==> src/rtl/wtc_pkg.sv <==
// Package: shared types for the write-through byte cache.
// Assumes: used by wt_byte_cache and its sub-blocks only.
package wtc_pkg;

    // Controller states: waiting, block fill, memory byte write, completion.
    typedef enum logic [1:0] {
        ST_IDLE  = 2'd0,
        ST_FILL  = 2'd1,
        ST_WRITE = 2'd2,
        ST_RESP  = 2'd3
    } wtc_state_e;

endpackage

==> src/rtl/wtc_lines.sv <==
// Module: wtc_lines
// Holds valid bits, tags and block data for every line and compares the
// lookup tag against all lines in parallel. Accepts a whole-block fill and a
// single-byte merge. The two never target the same cycle.
// Assumes: the controller never fills a tag that is already present.
module wtc_lines #(
    parameter int LINES  = 2,
    parameter int TAG_W  = 3,
    parameter int OFFS_W = 1,
    parameter int DATA_W = 8,
    localparam int LINE_W = (LINES > 1) ? $clog2(LINES) : 1,
    localparam int BLK_W  = DATA_W << OFFS_W
) (
    input  logic              clk,
    input  logic              rst_n,
    input  logic [TAG_W-1:0]  lookup_tag,
    input  logic              fill_en,
    input  logic [LINE_W-1:0] fill_line,
    input  logic [BLK_W-1:0]  fill_block,
    input  logic              merge_en,
    input  logic [LINE_W-1:0] merge_line,
    input  logic [OFFS_W-1:0] merge_off,
    input  logic [DATA_W-1:0] merge_byte,
    input  logic [LINE_W-1:0] rd_line,
    output logic [LINES-1:0]  hit_vec,
    output logic [LINES-1:0]  valid_vec,
    output logic [BLK_W-1:0]  rd_block
);

    logic [TAG_W-1:0] tag_q  [LINES];
    logic [BLK_W-1:0] data_q [LINES];

    // Line storage: valid cleared by reset, fill installs a block, merge writes one byte.
    always_ff @(posedge clk) begin
        for (int i = 0; i < LINES; i++) begin
            if (!rst_n) begin
                valid_vec[i] <= 1'b0;
            end else if (fill_en && fill_line == LINE_W'(i)) begin
                valid_vec[i] <= 1'b1;
                tag_q[i]     <= lookup_tag;
                data_q[i]    <= fill_block;
            end else if (merge_en && merge_line == LINE_W'(i)) begin
                data_q[i][int'(merge_off)*DATA_W +: DATA_W] <= merge_byte;
            end
        end
    end

    // Parallel tag match against every valid line.
    always_comb begin
        for (int i = 0; i < LINES; i++) begin
            hit_vec[i] = valid_vec[i] && (tag_q[i] == lookup_tag);
        end
    end

    assign rd_block = data_q[rd_line];

    // one tag is never held in two lines at once.
    p_single_match_r2: assert property (@(posedge clk) disable iff (!rst_n)
        $onehot0(hit_vec));

endmodule

==> src/rtl/wtc_lru.sv <==
// Module: wtc_lru
// Age-based least-recently-used tracker. Age 0 means most recent and age
// LINES-1 means oldest. Picks the lowest invalid line if one exists, and the
// oldest line otherwise.
// Assumes: ages form a permutation of 0..LINES-1 from reset onwards.
module wtc_lru #(
    parameter int LINES = 2,
    localparam int LINE_W = (LINES > 1) ? $clog2(LINES) : 1
) (
    input  logic              clk,
    input  logic              rst_n,
    input  logic              touch_en,
    input  logic [LINE_W-1:0] touch_line,
    input  logic [LINES-1:0]  valid_vec,
    output logic [LINE_W-1:0] victim_line
);

    logic [LINE_W-1:0] age_q [LINES];
    logic [LINES-1:0]  oldest_vec;
    logic              found_free;

    // Age update: touched line becomes youngest, younger lines age by one.
    always_ff @(posedge clk) begin
        for (int i = 0; i < LINES; i++) begin
            if (!rst_n) begin
                age_q[i] <= LINE_W'(LINES - 1 - i);
            end else if (touch_en) begin
                if (touch_line == LINE_W'(i)) begin
                    age_q[i] <= '0;
                end else if (age_q[i] < age_q[touch_line]) begin
                    age_q[i] <= age_q[i] + 1'b1;
                end
            end
        end
    end

    // Victim choice: lowest invalid line first, otherwise the oldest.
    always_comb begin
        victim_line = '0;
        found_free  = 1'b0;
        for (int i = 0; i < LINES; i++) begin
            oldest_vec[i] = (age_q[i] == LINE_W'(LINES - 1));
        end
        for (int i = 0; i < LINES; i++) begin
            if (!valid_vec[i] && !found_free) begin
                victim_line = LINE_W'(i);
                found_free  = 1'b1;
            end
        end
        if (!found_free) begin
            for (int i = 0; i < LINES; i++) begin
                if (oldest_vec[i]) victim_line = LINE_W'(i);
            end
        end
    end

    // exactly one line is the oldest at any time.
    p_one_oldest_r8: assert property (@(posedge clk) disable iff (!rst_n)
        $countones(oldest_vec) == 1);

endmodule

==> src/rtl/wt_byte_cache.sv <==
// Module: wt_byte_cache (top)
// Fully associative write-through cache with write-allocate and LRU
// replacement. Load hits complete in the cycle they are presented. Misses
// fill a whole block first. Stores always write one byte to memory.
// Assumes: the processor holds its request stable until req_ready, and memory
// holds nothing back once it has answered a request.
module wt_byte_cache
    import wtc_pkg::*;
#(
    parameter int LINES  = 2,
    parameter int ADDR_W = 4,
    parameter int OFFS_W = 1,
    parameter int DATA_W = 8,
    parameter int CNT_W  = 8,
    localparam int TAG_W  = ADDR_W - OFFS_W,
    localparam int LINE_W = (LINES > 1) ? $clog2(LINES) : 1,
    localparam int BLK_W  = DATA_W << OFFS_W
) (
    input  logic              clk,
    input  logic              rst_n,
    input  logic              req_valid,
    input  logic              req_write,
    input  logic [ADDR_W-1:0] req_addr,
    input  logic [DATA_W-1:0] req_wdata,
    output logic              req_ready,
    output logic [DATA_W-1:0] rsp_rdata,
    output logic              mem_rd_req,
    output logic [TAG_W-1:0]  mem_rd_addr,
    input  logic              mem_rd_valid,
    input  logic [BLK_W-1:0]  mem_rd_data,
    output logic              mem_wr_req,
    output logic [ADDR_W-1:0] mem_wr_addr,
    output logic [DATA_W-1:0] mem_wr_data,
    input  logic              mem_wr_ack,
    output logic [CNT_W-1:0]  hit_count,
    output logic [CNT_W-1:0]  miss_count
);

    wtc_state_e        state_q;
    logic [LINE_W-1:0] line_q;
    logic [TAG_W-1:0]  req_tag;
    logic [OFFS_W-1:0] req_off;
    logic [LINES-1:0]  hit_vec;
    logic [LINES-1:0]  valid_vec;
    logic              hit;
    logic [LINE_W-1:0] hit_line;
    logic [LINE_W-1:0] victim_line;
    logic [LINE_W-1:0] rd_line;
    logic [BLK_W-1:0]  rd_block;
    logic              lookup;
    logic              fill_en;
    logic              merge_en;

    assign req_tag = req_addr[ADDR_W-1:OFFS_W];
    assign req_off = req_addr[OFFS_W-1:0];
    assign hit     = |hit_vec;
    assign lookup  = (state_q == ST_IDLE) && req_valid;
    assign fill_en  = (state_q == ST_FILL)  && mem_rd_valid;
    assign merge_en = (state_q == ST_WRITE) && mem_wr_ack;

    // Encode the matching line number from the hit vector.
    always_comb begin
        hit_line = '0;
        for (int i = 0; i < LINES; i++) begin
            if (hit_vec[i]) hit_line = LINE_W'(i);
        end
    end

    assign rd_line   = (state_q == ST_IDLE) ? hit_line : line_q;
    assign rsp_rdata = rd_block[int'(req_off)*DATA_W +: DATA_W];
    assign req_ready = (lookup && hit && !req_write) || (state_q == ST_RESP);

    assign mem_rd_req  = (state_q == ST_FILL);
    assign mem_rd_addr = req_tag;
    assign mem_wr_req  = (state_q == ST_WRITE);
    assign mem_wr_addr = req_addr;
    assign mem_wr_data = req_wdata;

    wtc_lines #(
        .LINES (LINES),
        .TAG_W (TAG_W),
        .OFFS_W(OFFS_W),
        .DATA_W(DATA_W)
    ) u_lines (
        .clk       (clk),
        .rst_n     (rst_n),
        .lookup_tag(req_tag),
        .fill_en   (fill_en),
        .fill_line (line_q),
        .fill_block(mem_rd_data),
        .merge_en  (merge_en),
        .merge_line(line_q),
        .merge_off (req_off),
        .merge_byte(req_wdata),
        .rd_line   (rd_line),
        .hit_vec   (hit_vec),
        .valid_vec (valid_vec),
        .rd_block  (rd_block)
    );

    wtc_lru #(
        .LINES(LINES)
    ) u_lru (
        .clk        (clk),
        .rst_n      (rst_n),
        .touch_en   (lookup),
        .touch_line (hit ? hit_line : victim_line),
        .valid_vec  (valid_vec),
        .victim_line(victim_line)
    );

    // Controller: lookup, optional fill, optional memory write, completion.
    always_ff @(posedge clk) begin
        if (!rst_n) begin
            state_q <= ST_IDLE;
            line_q  <= '0;
        end else begin
            case (state_q)
                ST_IDLE: begin
                    if (req_valid) begin
                        if (!hit) begin
                            state_q <= ST_FILL;
                            line_q  <= victim_line;
                        end else if (req_write) begin
                            state_q <= ST_WRITE;
                            line_q  <= hit_line;
                        end
                    end
                end
                ST_FILL:  if (mem_rd_valid) state_q <= req_write ? ST_WRITE : ST_RESP;
                ST_WRITE: if (mem_wr_ack)   state_q <= ST_RESP;
                default:  state_q <= ST_IDLE;
            endcase
        end
    end

    // Access counters: one step per lookup, by outcome.
    always_ff @(posedge clk) begin
        if (!rst_n) begin
            hit_count  <= '0;
            miss_count <= '0;
        end else if (lookup) begin
            if (hit) hit_count  <= hit_count + 1'b1;
            else     miss_count <= miss_count + 1'b1;
        end
    end

    logic [CNT_W:0] total_count;
    assign total_count = {1'b0, hit_count} + {1'b0, miss_count};

    // no completion while memory traffic is outstanding.
    p_busy_not_ready_r11: assert property (@(posedge clk) disable iff (!rst_n)
        (mem_rd_req || mem_wr_req) |-> !req_ready);

    // memory writes belong to stores only, never to evictions.
    p_no_evict_write_r9: assert property (@(posedge clk) disable iff (!rst_n)
        mem_wr_req |-> (req_valid && req_write));

    // the counters advance by at most one access per cycle.
    p_one_count_r10: assert property (@(posedge clk) disable iff (!rst_n)
        1'b1 |=> (total_count - $past(total_count)) <= 1);

    // a store miss writes memory right after its fill completes.
    p_store_after_fill_r6: assert property (@(posedge clk) disable iff (!rst_n)
        ($fell(mem_rd_req) && req_write) |-> mem_wr_req);

    // a completing load hit issues no memory request.
    p_load_hit_quiet_r4: assert property (@(posedge clk) disable iff (!rst_n)
        (req_valid && req_ready && !req_write) |-> (!mem_rd_req && !mem_wr_req));

endmodule

==> config.mk <==
export PLATFORM = sky130hd
export DESIGN_NAME = wt_byte_cache
export DESIGN_NICKNAME = d
export VERILOG_FILES = /design/src/rtl/wtc_pkg.sv /design/src/rtl/wtc_lines.sv /design/src/rtl/wtc_lru.sv /design/src/rtl/wt_byte_cache.sv
export SDC_FILE = /design/constraint.sdc
export NUM_CORES = 1
export LEC_CHECK = 0
export CORE_UTILIZATION = 50
export CTS_BUF_LIST = sky130_fd_sc_hd__clkbuf_8 sky130_fd_sc_hd__clkbuf_16
export DETAILED_ROUTE_END_ITERATION = 8
export GPL_ROUTABILITY_DRIVEN = 0
export PLACE_DENSITY = 0.8
export SYNTH_ARGS = -nofsm -noshare
export SYNTH_HDL_FRONTEND = slang
export SYNTH_SLANG_ARGS = --single-unit
==> constraint.sdc <==
create_clock -name clk -period 2.6 [get_ports clk]
set_input_delay 0.52 -clock clk [delete_from_list [all_inputs] [get_ports clk]]
set_output_delay 0.52 -clock clk [all_outputs]
set_load 0.005 [all_outputs]
==> impl_metrics.json <==
{
  "dp_hpwl_um": 5450,
  "dieArea_sq_um": 6710,
  "synth_edf_count": 39,
  "cts_tree": "built",
  "post-route-period-util_pct": 102,
  "grt_pass1_wl_um": 12200,
  "numCtsBuffers": 9,
  "arrival_ps": 2120,
  "crit_start": "u_lines.tag_q[0][4]",
  "p_seq_share_pct": 37.1,
  "n_antenna_cell": 0,
  "antenna_found_initial": 0,
  "synth.distinct_cells": 37,
  "yosys.area_share.simple_pct": 12.5,
  "drive_gt1_share_pct": 28.5,
  "synthXorXnorAreaFrac_pct": 4.39,
  "worstRegToRegCells": 7,
  "internal_power_mw": 2.31,
  "power_density_nw_per_um2": 704,
  "synthesis.area_sq_um": 3190,
  "violations": "setup timing",
  "setup_ws_ps": -42.2,
  "synth.yosys.warnings": 0,
  "grt_max_degree": 29,
  "synthAdderAreaFrac_pct": 2.35,
  "hold_viol": 0,
  "rrSetupSlack_ps": 320,
  "cap_violations": 0,
  "synthArstFlopShare_pct": 0,
  "min_period_ps": 2640,
  "synthMuxAreaShare_pct": 17.6,
  "vias": 2444,
  "hp-class": "reg -> reg",
  "synth_ff_type": "edfxtp_1",
  "cts_hold_buf": 0,
  "crit_path_start_kind": "flop",
  "clk_pin_slew_ps": 70,
  "rows": 28,
  "core_sq_um": 6030,
  "drt_first_pass_iters": 5,
  "hold_slack_ps": 491,
  "synth-seq-cells": 61,
  "synth_top_area_share_pct": 36.7,
  "syn_to_final_growth_pct": 39.2,
  "setup_viol": 8,
  "seq_area_frac_synth_pct": 50.5,
  "worstSkewPairLatency_ps": 350,
  "fin_skew_ps": 7.38,
  "clk_path_buf_depth": 2,
  "synthTopCellsByArea": "edfxtp_1 37%, dfxtp_1 14%, mux2_2 12%",
  "max_slew_margin_pct": 69.0,
  "die_h_um": 81.9,
  "io_pins": 76,
  "grt_overflow": 0,
  "switchingPower_uw": 823,
  "final_cell_mix": "63 x clkdlybuf4s50_1, 39 x edfxtp_1, 32 x mux2_2",
  "h-tree-depth": 3,
  "status": "finished, violations left",
  "endpoint": "rsp_rdata[0]",
  "rr_endpoint": "u_lines.data_q[1][3]",
  "initial_core_util_pct": 53.0,
  "syn_nets": 308,
  "nets": 404,
  "die_w_um": 81.9,
  "clock-root-buffer": "clkbuf_8",
  "drt_iter0_drc": 176,
  "p_total_mw": 3.13,
  "fmax_mhz": 378,
  "worstPathMaxFanout": 7,
  "viasPerCell": 5.50,
  "drcViolationCount": 0,
  "clock_sinks": 61,
  "antenna_left": 0,
  "ir_drop_mv": 0.495,
  "grt.total_usage_pct": 25.4,
  "pwr-share-clk_pct": 35.9,
  "crit_required_ps": 2080,
  "combPwrFrac_pct": 27.0,
  "crit_type": "reg -> out",
  "grt_pass1_vias": 2481,
  "worst_pin_slew_ps": 464,
  "power_leakage_nw": 1.75,
  "p_sw_share_pct": 26.3,
  "io_buffers": 75,
  "syn_avg_cell_area_sq_um": 11.9,
  "rr_startpoint": "state_q[0]",
  "synth_compound_area_share_pct": 6.19,
  "slew_violations": 0,
  "fillCellCount": 402,
  "rsz0062_at_grt": "true",
  "yosysTopAreaCell": "edfxtp_1",
  "wl_per_cell_um": 17.2,
  "postSynthCellCount": 268,
  "final_common_cell": "clkdlybuf4s50_1",
  "critPathCaptureType": "primary output",
  "routed_wl_um": 7620,
  "synth_top_family_by_area": "multiplexers"
}
per-stage QoR:
stage | worst slack, ps | cell area [sq um] | TNS, ps | util (%) | instances
after detailed placement | -653 | 4100 | -5230 | 68.0 | 420
after floorplan | 405 | 3190 | 0 | - | 268
after CTS | -42.5 | 4430 | -218 | 73.5 | 443
final | -42.2 | 4440 | -191 | 73.8 | 444
after global routing | -128 | 4440 | -897 | 73.8 | 444
after global placement | -581 | 4100 | -4800 | 68.0 | 420
timing repair:
| item | CTS | global route |
|---|---|---|
| cloned | 0 | 0 |
| hold endpoints to repair | 0 | 0 |
| endpoints found under the setup margin | 9 | 9 |
| buffers inserted | 8 | 1 |
| pin swaps | 7 | 4 |
| gates resized for setup | 49 | 2 |
sequential cells by signal, summed over array words and instances (netlist names):
| name | count |
|---|---|
| u_lines.data_q | 32 |
| hit_count | 8 |
| miss_count | 8 |
| u_lines.tag_q | 6 |
| state_q | 2 |
| u_lines.valid_vec | 2 |
| u_lru.age_q | 2 |
| line_q | 1 |
final cells by class:
cell class	instances	area, sq um	share of cell area, %
flip-flops and latches	61	1610	36.3
multi-input cells	169	1400	31.6
repair buffers	111	1030	23.2
clock inverters	7	138	3.10
clock buffers	9	124	2.79
well taps	75	93.8	2.11
inverters	12	45.0	1.01
metal layers:
| layer | up-vias | global-route usage, % | routed length, um |
|---|---|---|---|
| met1 | 1181 | 29.5 | 2940 |
| met5 | - | 0 | 0 |
| met2 | 97 | 42.7 | 3960 |
| met3 | 10 | 8.78 | 594 |
| met4 | 0 | 9.82 | 120 |
| li1 | 1156 | - | - |
how the worst min path moves through the flow:
| stage | start | to | cells after the start |
|---|---|---|---|
| after global routing | u_lines.valid_vec[1] | u_lines.valid_vec[1] | 2 |
| final | u_lines.valid_vec[1] | u_lines.valid_vec[1] | 2 |
| after detailed placement | u_lines.valid_vec[0] | u_lines.valid_vec[0] | 2 |
| after global placement | u_lines.valid_vec[0] | u_lines.valid_vec[0] | 2 |
| after CTS | u_lines.valid_vec[0] | u_lines.valid_vec[0] | 2 |
| after floorplan | u_lines.valid_vec[0] | u_lines.valid_vec[0] | 2 |
power groups by stage:
stage | registers, mW | logic (mW) | clock network (mW)
floorplan | 1.18 | 0.424 | 0
global placement | 1.18 | 0.770 | 0
detailed placement | 1.18 | 0.797 | 0
CTS | 1.16 | 0.844 | 1.14
global route | 1.17 | 0.912 | 1.18
finish | 1.16 | 0.845 | 1.13
synthesized netlist by cell type (2+ instances only):
| cell type | number |
|---|---|
| and4_1 | 2 |
| clkbuf_1 | 7 |
| inv_1 | 12 |
| xnor2_1 | 12 |
| a21boi_0 | 8 |
| buf_2 | 2 |
| edfxtp_1 | 39 |
| xor2_1 | 4 |
| buf_4 | 15 |
| nand2_1 | 20 |
| nand4_1 | 10 |
| a21oi_1 | 8 |
| o211ai_1 | 3 |
| nand3_1 | 12 |
| dfxtp_1 | 22 |
| mux4_2 | 8 |
| or3_1 | 4 |
| nand2b_1 | 3 |
| nor2_1 | 6 |
| ha_1 | 6 |
| mux2_2 | 33 |
| nor3_1 | 2 |
| o21ai_0 | 5 |
| and2_1 | 12 |
critical path, stage by stage, from the launching register on:
cell and delay (ps):
edfxtp_1 390, xnor2_1 170, nand4_1 150, mux2_4 350, buf_6 140, mux4_2 440, buf_6 140
logic make-up (layout without fill, tap and decap cells):
family                   Yosys count  in the layout
buffers and inverters             38            139
adder cells (fa/ha/maj)            6              6
AO/OA/AOI/OAI                     30             30
flip-flops                        61             61
XOR/XNOR                          16             16
multiplexers                      42             42
AND/OR/NAND/NOR                   75             75
No activity file was read; power rests on OpenSTA's default activity.
